<file path="src/rtl/vfc_pkg.sv">
package vfc_pkg;
    localparam int CRC_W = 16;
    localparam int NUM_COMP = 3;
    localparam logic [CRC_W-1:0] CRC_POLY = 16'h8005;

    typedef enum logic [0:0] {
        ST_WAIT_FIRST = 1'b0,
        ST_IN_FRAME   = 1'b1
    } vfc_state_e;

    // One 16-bit word folded into the CRC, most significant bit first.
    function automatic logic [CRC_W-1:0] crc_fold(input logic [CRC_W-1:0] seed,
                                                  input logic [CRC_W-1:0] word);
        logic [CRC_W-1:0] acc;
        logic fb;
        acc = seed;
        for (int i = CRC_W - 1; i >= 0; i--) begin
            fb  = acc[CRC_W-1] ^ word[i];
            acc = {acc[CRC_W-2:0], 1'b0} ^ (fb ? CRC_POLY : '0);
        end
        return acc;
    endfunction
endpackage

</file>
<file path="src/rtl/vfc_crc_engine.sv">
module vfc_crc_engine
    import vfc_pkg::*;
#(
    parameter int COMP_W = 16
) (
    input  logic              clk,
    input  logic              rst_n,
    input  logic              clr,
    input  logic              en,
    input  logic              two_step,
    input  logic [COMP_W-1:0] samp_a,
    input  logic [COMP_W-1:0] samp_b,
    output logic [CRC_W-1:0]  crc_q
);
    localparam int PAD_W = CRC_W - COMP_W;

    logic [CRC_W-1:0] word_a, word_b;
    logic [CRC_W-1:0] seed, step1, step2;

    generate
        if (PAD_W == 0) begin : g_full
            assign word_a = samp_a;
            assign word_b = samp_b;
        end else begin : g_pad
            assign word_a = {samp_a, {PAD_W{1'b0}}};
            assign word_b = {samp_b, {PAD_W{1'b0}}};
        end
    endgenerate

    always_comb begin
        seed  = clr ? '0 : crc_q;
        step1 = crc_fold(seed, word_a);
        step2 = two_step ? crc_fold(step1, word_b) : step1;
    end

    always_ff @(posedge clk or negedge rst_n) begin
        if (!rst_n) begin
            crc_q <= '0;
        end else if (en) begin
            crc_q <= step2;
        end else if (clr) begin
            crc_q <= '0;
        end
    end
endmodule

</file>
<file path="src/rtl/vfc_lane_steer.sv">
module vfc_lane_steer
    import vfc_pkg::*;
#(
    parameter int COMP_W = 16
) (
    input  logic [2*NUM_COMP*COMP_W-1:0]    tdata,
    input  logic                            beat,
    input  logic                            ycc422,
    input  logic                            ppc2,
    input  logic                            chroma_ph,
    output logic [NUM_COMP-1:0]             eng_en,
    output logic [NUM_COMP-1:0]             eng_two,
    output logic [NUM_COMP-1:0][COMP_W-1:0] eng_a,
    output logic [NUM_COMP-1:0][COMP_W-1:0] eng_b
);
    localparam int LANES = 2 * NUM_COMP;

    logic [LANES-1:0][COMP_W-1:0] lane;

    generate
        for (genvar g = 0; g < LANES; g++) begin : g_slice
            assign lane[g] = tdata[g*COMP_W +: COMP_W];
        end
    endgenerate

    always_comb begin
        for (int k = 0; k < NUM_COMP; k++) begin
            eng_en[k]  = beat;
            eng_two[k] = ppc2;
            eng_a[k]   = lane[k];
            eng_b[k]   = lane[NUM_COMP + k];
        end
        if (ycc422) begin
            if (ppc2) begin
                eng_two[1] = 1'b0;
                eng_two[2] = 1'b0;
                eng_a[1]   = lane[1];
                eng_a[2]   = lane[NUM_COMP + 1];
            end else begin
                eng_en[1] = beat & ~chroma_ph;
                eng_en[2] = beat & chroma_ph;
                eng_a[1]  = lane[1];
                eng_a[2]  = lane[1];
            end
        end
    end
endmodule

</file>
<file path="src/rtl/vfc_frame_ctrl.sv">
module vfc_frame_ctrl
    import vfc_pkg::*;
(
    input  logic clk,
    input  logic rst_n,
    input  logic vsync_i,
    input  logic beat,
    input  logic tlast,
    output logic vsync_rise,
    output logic frame_clr,
    output logic chroma_ph
);
    vfc_state_e state_q, state_d;
    logic vsync_q;
    logic line_first_q;
    logic ph_q;

    assign vsync_rise = vsync_i & ~vsync_q;

    // State register.
    always_ff @(posedge clk or negedge rst_n) begin
        if (!rst_n) begin
            state_q <= ST_WAIT_FIRST;
        end else begin
            state_q <= state_d;
        end
    end

    // Transitions: FIRST_BEAT, FRAME_END, RESTART.
    always_comb begin
        state_d = state_q;
        unique case (state_q)
            ST_WAIT_FIRST: if (beat) state_d = ST_IN_FRAME;
            ST_IN_FRAME:   if (vsync_rise && !beat) state_d = ST_WAIT_FIRST;
            default:       state_d = ST_WAIT_FIRST;
        endcase
    end

    // Outputs of the controller.
    always_comb begin
        frame_clr = beat && ((state_q == ST_WAIT_FIRST) || vsync_rise);
        chroma_ph = (line_first_q || frame_clr) ? 1'b0 : ph_q;
    end

    always_ff @(posedge clk or negedge rst_n) begin
        if (!rst_n) begin
            vsync_q      <= 1'b0;
            line_first_q <= 1'b1;
            ph_q         <= 1'b0;
        end else begin
            vsync_q <= vsync_i;
            if (beat) begin
                line_first_q <= tlast;
                ph_q         <= ~chroma_ph;
            end else if (vsync_rise) begin
                line_first_q <= 1'b1;
            end
        end
    end
endmodule

</file>
<file path="src/rtl/vid_frame_crc.sv">
module vid_frame_crc
    import vfc_pkg::*;
#(
    parameter int COMP_W = 16
) (
    input  logic                       clk,
    input  logic                       rst_n,
    input  logic                       vsync_i,
    input  logic                       ppc2_i,
    input  logic                       ycc422_i,
    input  logic                       s_tvalid,
    input  logic                       s_tready,
    input  logic                       s_tlast,
    input  logic [2*NUM_COMP*COMP_W-1:0] s_tdata,
    output logic [CRC_W-1:0]           crc0_o,
    output logic [CRC_W-1:0]           crc1_o,
    output logic [CRC_W-1:0]           crc2_o,
    output logic                       crc_valid_o
);
    logic beat, vsync_rise, frame_clr, chroma_ph;
    logic [NUM_COMP-1:0] eng_en, eng_two;
    logic [NUM_COMP-1:0][COMP_W-1:0] eng_a, eng_b;
    logic [NUM_COMP-1:0][CRC_W-1:0] eng_q;

    assign beat = s_tvalid & s_tready;

    vfc_frame_ctrl u_ctrl (
        .clk       (clk),
        .rst_n     (rst_n),
        .vsync_i   (vsync_i),
        .beat      (beat),
        .tlast     (s_tlast),
        .vsync_rise(vsync_rise),
        .frame_clr (frame_clr),
        .chroma_ph (chroma_ph)
    );

    vfc_lane_steer #(.COMP_W(COMP_W)) u_steer (
        .tdata    (s_tdata),
        .beat     (beat),
        .ycc422   (ycc422_i),
        .ppc2     (ppc2_i),
        .chroma_ph(chroma_ph),
        .eng_en   (eng_en),
        .eng_two  (eng_two),
        .eng_a    (eng_a),
        .eng_b    (eng_b)
    );

    generate
        for (genvar k = 0; k < NUM_COMP; k++) begin : g_eng
            vfc_crc_engine #(.COMP_W(COMP_W)) u_eng (
                .clk     (clk),
                .rst_n   (rst_n),
                .clr     (frame_clr),
                .en      (eng_en[k]),
                .two_step(eng_two[k]),
                .samp_a  (eng_a[k]),
                .samp_b  (eng_b[k]),
                .crc_q   (eng_q[k])
            );
        end
    endgenerate

    always_ff @(posedge clk or negedge rst_n) begin
        if (!rst_n) begin
            crc0_o      <= '0;
            crc1_o      <= '0;
            crc2_o      <= '0;
            crc_valid_o <= 1'b0;
        end else begin
            crc_valid_o <= vsync_rise;
            if (vsync_rise) begin
                crc0_o <= eng_q[0];
                crc1_o <= eng_q[1];
                crc2_o <= eng_q[2];
            end
        end
    end
endmodule

</file>
<file path="config.mk">
export PLATFORM = sky130hd
export DESIGN_NAME = vid_frame_crc
export DESIGN_NICKNAME = d
export VERILOG_FILES = /design/src/rtl/vfc_pkg.sv /design/src/rtl/vfc_crc_engine.sv /design/src/rtl/vfc_lane_steer.sv /design/src/rtl/vfc_frame_ctrl.sv /design/src/rtl/vid_frame_crc.sv
export SDC_FILE = /design/constraint.sdc
export NUM_CORES = 1
export LEC_CHECK = 0
export CAP_MARGIN = 10
export CELL_PAD_IN_SITES_DETAIL_PLACEMENT = 2
export CELL_PAD_IN_SITES_GLOBAL_PLACEMENT = 2
export CORE_UTILIZATION = 32
export DETAILED_ROUTE_END_ITERATION = 6
export PLACE_DENSITY = 0.77
export SYNTH_ARGS = -nofsm -noshare
export SYNTH_HDL_FRONTEND = slang
export SYNTH_SLANG_ARGS = --single-unit
</file>
<file path="constraint.sdc">
create_clock -name clk -period 4 [get_ports clk]
set_input_delay 0.8 -clock clk [delete_from_list [all_inputs] [get_ports clk]]
set_output_delay 0.8 -clock clk [all_outputs]
set_load 0.005 [all_outputs]
</file>
After elaboration in Yosys (flattened, before gate mapping) --
Index checks and enable logic that the tools add are counted.
Storage, ports and cells: word-level logic and storage cells 332, bits of input ports 104, bits in registers 101, output and inout port bits 49
Operators by class: muxes and demuxes 116, reduce and logical (&&, ||, !) cells 6, bitwise operators 199
Operators with widths (number):
- $mux W16 | 105
- $xor A16 B16 Y16 | 96
- $xor A1 B1 Y1 | 96
- $mux W32 | 2
- $mux W2 | 3
- $mux W1 | 5
- $and A1 B1 Y1 | 4
- $not A1 Y1 | 3
- $logic_and A1 B1 Y1 | 2
- $logic_or A1 B1 Y1 | 2
- $pmux W1 S2 | 1
- $reduce_bool A2 Y1 | 1
- $logic_not A1 Y1 | 1

Longest topological paths before layout --
Gate-level depths: netlist of the first run.
word-level depth 103, gate-level depth with buffers 14, mapped depth without buffers 10

Cells and area by module --
From an unflattened synthesis of the first run, not the netlist that was laid out.
Unflattened totals: cells, all modules 905, area, all modules 9267.6 um^2
Modules (own cells, without submodules):
- vfc_crc_engine | area an instance 2057.0 um^2, instances 3, sequential area each 400.4 um^2, cells each 215
- vid_frame_crc | area an instance 1891.8 um^2, instances 1, sequential area each 1226.2 um^2, cells each 103
- vfc_lane_steer | area an instance 1023.5 um^2, instances 1, sequential area each 0.0 um^2, cells each 142
- vfc_frame_ctrl | area an instance 181.4 um^2, instances 1, sequential area each 101.3 um^2, cells each 15

Worst setup path after synthesis of the first run --
No wires, ideal clock.
path type input-to-reg, from input port ppc2_i, to register g_eng[2].u_eng.crc_q[15], setup time 0.082 ns, path slack 0.246 ns, buffers on the path 1, arrival 3.672 ns, data required time 3.918 ns, stages on the path 11, cell sequence buf_6 -> mux2_4 -> mux2i_4 -> xnor2_2 -> xnor3_2 -> xor3_1 -> xnor3_1 -> xnor2_2 -> xnor3_1 -> and2_1 -> o22ai_2
Between the ends: word-level cells in the longest chain between the ends 100, elaborated cells between the ends (all ways) 103, those cells by class mux: 39; bitwise: 64
Ends and longest elaborated chain:
- from (decl) | RTL line vid_frame_crc.sv:9 | input logic ppc2_i,
- $mux W32 | RTL line vfc_lane_steer.sv:34 | if (ppc2) begin
- $mux W32 | RTL line vfc_lane_steer.sv:33 | if (ycc422) begin
- $xor A1 B1 Y1 | RTL line vfc_pkg.sv:18 | fb = acc[CRC_W-1] ^ word[i];
- $mux W16 | RTL line vfc_pkg.sv:19 | acc = {acc[CRC_W-2:0], 1'b0} ^ (fb ? CRC_POLY : '0);
- $xor A16 B16 Y16 | RTL line vfc_pkg.sv:19
- $xor A1 B1 Y1 | RTL line vfc_pkg.sv:18
- $mux W16 | RTL line vfc_pkg.sv:19
- $xor A16 B16 Y16 | RTL line vfc_pkg.sv:19
- [84 not listed]
- $xor A1 B1 Y1 | RTL line vfc_pkg.sv:18
- $mux W16 | RTL line vfc_pkg.sv:19
- $xor A16 B16 Y16 | RTL line vfc_pkg.sv:19
- $xor A1 B1 Y1 | RTL line vfc_pkg.sv:18
- $mux W16 | RTL line vfc_pkg.sv:19
- $xor A16 B16 Y16 | RTL line vfc_pkg.sv:19
- $mux W16 | RTL line vfc_crc_engine.sv:33 | step2 = two_step ? crc_fold(step1, word_b) : step1;
- $mux W16 (*) | RTL line vfc_crc_engine.sv:39 | end else if (en) begin
- to (signal assigned) | RTL line vfc_crc_engine.sv:40 | crc_q <= step2;
- to (decl) | RTL line vfc_crc_engine.sv:13 | output logic [CRC_W-1:0] crc_q
Every way passes the cells marked *; elsewhere a longest branch is shown, timed or not. A chain may end at the register's enable or synchronous reset.

Worst setup path after layout of the first run --
from input port s_tdata[19], to register g_eng[2].u_eng.crc_q[15]
Between the ends: word-level cells in the longest chain between the ends 64
Ends and longest elaborated chain:
- from (decl) | RTL line vid_frame_crc.sv:14 | input logic [2*NUM_COMP*COMP_W-1:0] s_tdata,
- $mux W32 (*) | RTL line vfc_lane_steer.sv:34
- $mux W32 (*) | RTL line vfc_lane_steer.sv:33
- $xor A1 B1 Y1 (*) | RTL line vfc_pkg.sv:18
- $mux W16 (*) | RTL line vfc_pkg.sv:19
- $xor A16 B16 Y16 (*) | RTL line vfc_pkg.sv:19
- $xor A1 B1 Y1 | RTL line vfc_pkg.sv:18
- $mux W16 | RTL line vfc_pkg.sv:19
- $xor A16 B16 Y16 (*) | RTL line vfc_pkg.sv:19
- [48 not listed]
- $xor A1 B1 Y1 | RTL line vfc_pkg.sv:18
- $mux W16 | RTL line vfc_pkg.sv:19
- $xor A16 B16 Y16 | RTL line vfc_pkg.sv:19
- $xor A1 B1 Y1 | RTL line vfc_pkg.sv:18
- $mux W16 | RTL line vfc_pkg.sv:19
- $xor A16 B16 Y16 | RTL line vfc_pkg.sv:19
- $mux W16 (*) | RTL line vfc_crc_engine.sv:33
- $mux W16 (*) | RTL line vfc_crc_engine.sv:39
Marked as above.

==> run metrics, run 1 <==
fin crit share 0.9687; cell chain of the critical path clkdlybuf4s50_1 > mux2_4 > mux2i_4 > xnor2_2 > xnor3_2 > xor3_1 > xnor3_1 > xnor2_2 > xnor3_1 > and2_1 > o22ai_2; # diodes 0; Finish-stage setup viols 0; Worst Path Required 4280 ps; fin. max-slew vios 0; RSZ-0062 raised after global routing no; maximum vdd drop 0.7168 mV; simple-gate portion of the synthesized area 0.1434; WL per Instance 19.60 µm; Initial Utilization 0.3284; yosys warns 0; DRT iter0 DRCs 208; Post-Route WL 29.07 mm; setup bufs post-CTS 0; vias in the first global route 8218; synthesized area per cell 8.882 µm²; FMAX 258.1 MHz; post-DR vias/cell 4.823; Tot Pwr 13.72 mW; Synth Register Bits 101; top post-synthesis cells by area dfrtp_1 30%, xnor2_1 22%, nand2_1 11%; Worst Skew 10.52 ps; Slew headroom 0.4644; worst reg2reg setup slack 740 ps; CTS Buf Count 9; Startpoint Class input pin; R2R cell count 11; sequential share of the synthesized area 0.3032; Rows 58; Crit. Startpoint s_tdata[19]; adder-cell area share of the yosys netlist 0; Overflow after GRT 0; first-pass GRT wire length 45.20 mm; CTS tree done; Fin. Hold Viols 0; worst min-delay path class input pin to asynchronous set/reset pin; top-count cell post-synth nand2_1; # clock sinks 101; Slew @ Worst Pin 803.4 ps; largest family of logic cells by synthesized area XOR/XNOR gates; worst-case clock buffer depth 2; share of layout cells above drive strength 1 0.1136; Net Count, Synth 1043; top post-synthesis cells by count 240 x nand2_1, 206 x xnor2_1, 100 x dfrtp_1; Area Overhead vs Synth 33.18%; Async SR Flop Fraction 1.000; cell depth of the worst setup path 11; Tmin final 3875 ps; Reg2Reg Capture Point g_eng[0].u_eng.crc_q[15]$_DFF_PN0_; post-synthesis cell count 939; Crit-path slowest cell xnor3_1; dominant synthesized flop cell dfrtp_1; hpwl dp 23.43 mm; Root Driver clkbuf_16; vias after detailed routing 7152; Buf/Inv on CP 1; PnR worst setup slack 125.4 ps; post-synth top area cell dfrtp_1; Critical Path End Type flip-flop; DRC viols 0; Nets 1252; crit path max fanout 2; leakage dissipation 4.962 nW; delay-heaviest family, CP XOR/XNOR gates; initial antenna violation count 0; Chip Height 163.4 µm; # Max-Cap Violations 0; io pins 153; slowest cell delay on critical path 470 ps; All-Layer GR Usage 0.2230; Die W 163.4 µm; worst reg2reg path startpoint u_ctrl.vsync_q$_DFF_PN0_; post-layout util 0.4373; core area 25400 µm²; post-route ant nets 0; synthesized cell area 8340 µm²; pin count of the biggest net entering global routing 52; buffers added on ports 152; top-area cell type share of the netlist area 0.3000; synth unique cells 39; Clk Latency, worst-skew pair 360 ps; Critical Path AT 4150 ps; outcome finished, final reports clean; GPL Wtd Cong 0.8724; Post-synth EDFFs 0; compound-gate portion of the synthesized area 0.07141; H-tree depth 3; DRT Pass-1 Iters 4; post-synthesis mux area share 0.04140; pre-CTS WS -321.8 ps; PwrDens 1235 nW/µm²; Synth Area in XOR/XNOR 0.4161; die area 26710 µm²; setup TNS 0 ps; clk slew on worst S/H paths 70 ps; worst setup path class input pin to flip-flop
## layer usage
layer  up-vias  GRT usage  part of all wire
met5         -          0                 0
met4         0    0.05650             0.012
met3        22    0.02666             0.031
met2       140     0.4014              0.51
met1      3578     0.2795              0.45
li1       3412          -                 -
## power breakdown
part           internal, mW  switching [mW]  total, mW
sequential             1.45           0.451       1.90
combinational          6.10            4.84       10.9
clock                 0.432           0.448      0.880
## per-stage QoR
step                      hold WS, ps  cells  area [µm²]
after floorplan                 438.6    939        8341
after global placement          458.9   1467       10830
after detailed placement        465.0   1467       10830
after CTS                       483.2   1483       11100
after global routing            505.9   1483       11110
final                           477.9   1483       11110
## worst register-to-register path, cell delays in order, from the launching register on
cell	delay, ps
dfrtp_1	360
nand2b_2	230
a21oi_2	180
buf_4	280
nor2_1	120
xnor3_1	260
xor3_1	460
xor2_1	300
xnor3_1	450
a21oi_1	210
xnor2_1	150
o21ai_0	120
## flip-flops by register name, summed over array words and instances, names as in the netlist
name	flops
crc0_o	16
crc1_o	16
crc_valid_o	1
u_ctrl.ph_q	1
crc2_o	16
u_ctrl.vsync_q	1
u_ctrl.state_q	1
u_ctrl.line_first_q	1
g_eng.u_eng.crc_q	48
## cell usage in the layout, fill, tap and decap left out, drive strengths merged, types with 4 or more instances in the layout
cell type,count
mux2,10
clkdlybuf4s50,149
o211ai,4
xnor3,30
buf,96
a31oi,5
nor2,56
mux2i,20
xor2,93
xor3,6
o21ai,57
a21oi,36
inv,4
xnor2,208
dfrtp,100
nand3,5
nand2,240
clkbuf,11
## final cells by class
class                           count  area (µm²)
Tap cell                          330       412.9
Timing Repair Buffer              246        2260
Inverter                            2       7.507
Clock buffer                       11       232.7
Sequential cell                   101        2529
Clock inverter                      5       43.79
Fill cell                        2815       14290
Multi-Input combinational cell    788        5623
## cell families after synthesis
group | Yosys count
compound gates | 110
xor+xnor | 337
buf+inv | 50
flops | 101
mux | 30
simple gates | 311
## worst max path at each step
stage                                         end  slack (ps)
3_3_place_gp   g_eng[2].u_eng.crc_q[15]$_DFF_PN0_        -140
4_1_cts        g_eng[2].u_eng.crc_q[15]$_DFF_PN0_           2
6_report       g_eng[2].u_eng.crc_q[15]$_DFF_PN0_         130
3_5_place_dp   g_eng[2].u_eng.crc_q[15]$_DFF_PN0_        -320
5_1_grt        g_eng[2].u_eng.crc_q[15]$_DFF_PN0_          20
2_1_floorplan  g_eng[2].u_eng.crc_q[15]$_DFF_PN0_         250
## repair_timing
action	4_1_cts	5_1_grt
gates resized for setup	0	2
endpoints found under the setup margin	0	2
hold endpoints to repair	0	0
hold buffers	0	0
No activity file was read; power rests on OpenSTA's default activity.
==> run 2, diff against run 1 <==
--- a/config.mk
+++ b/config.mk
@@ -11,6 +11,8 @@
 export CORE_UTILIZATION = 32
 export DETAILED_ROUTE_END_ITERATION = 6
 export PLACE_DENSITY = 0.77
+export SLEW_MARGIN = 40
 export SYNTH_ARGS = -nofsm -noshare
 export SYNTH_HDL_FRONTEND = slang
 export SYNTH_SLANG_ARGS = --single-unit
+export TNS_END_PERCENT = 1
==> results of run 2 <==
Same layout as run 1: the final DEF is identical, and so are final timing and power.
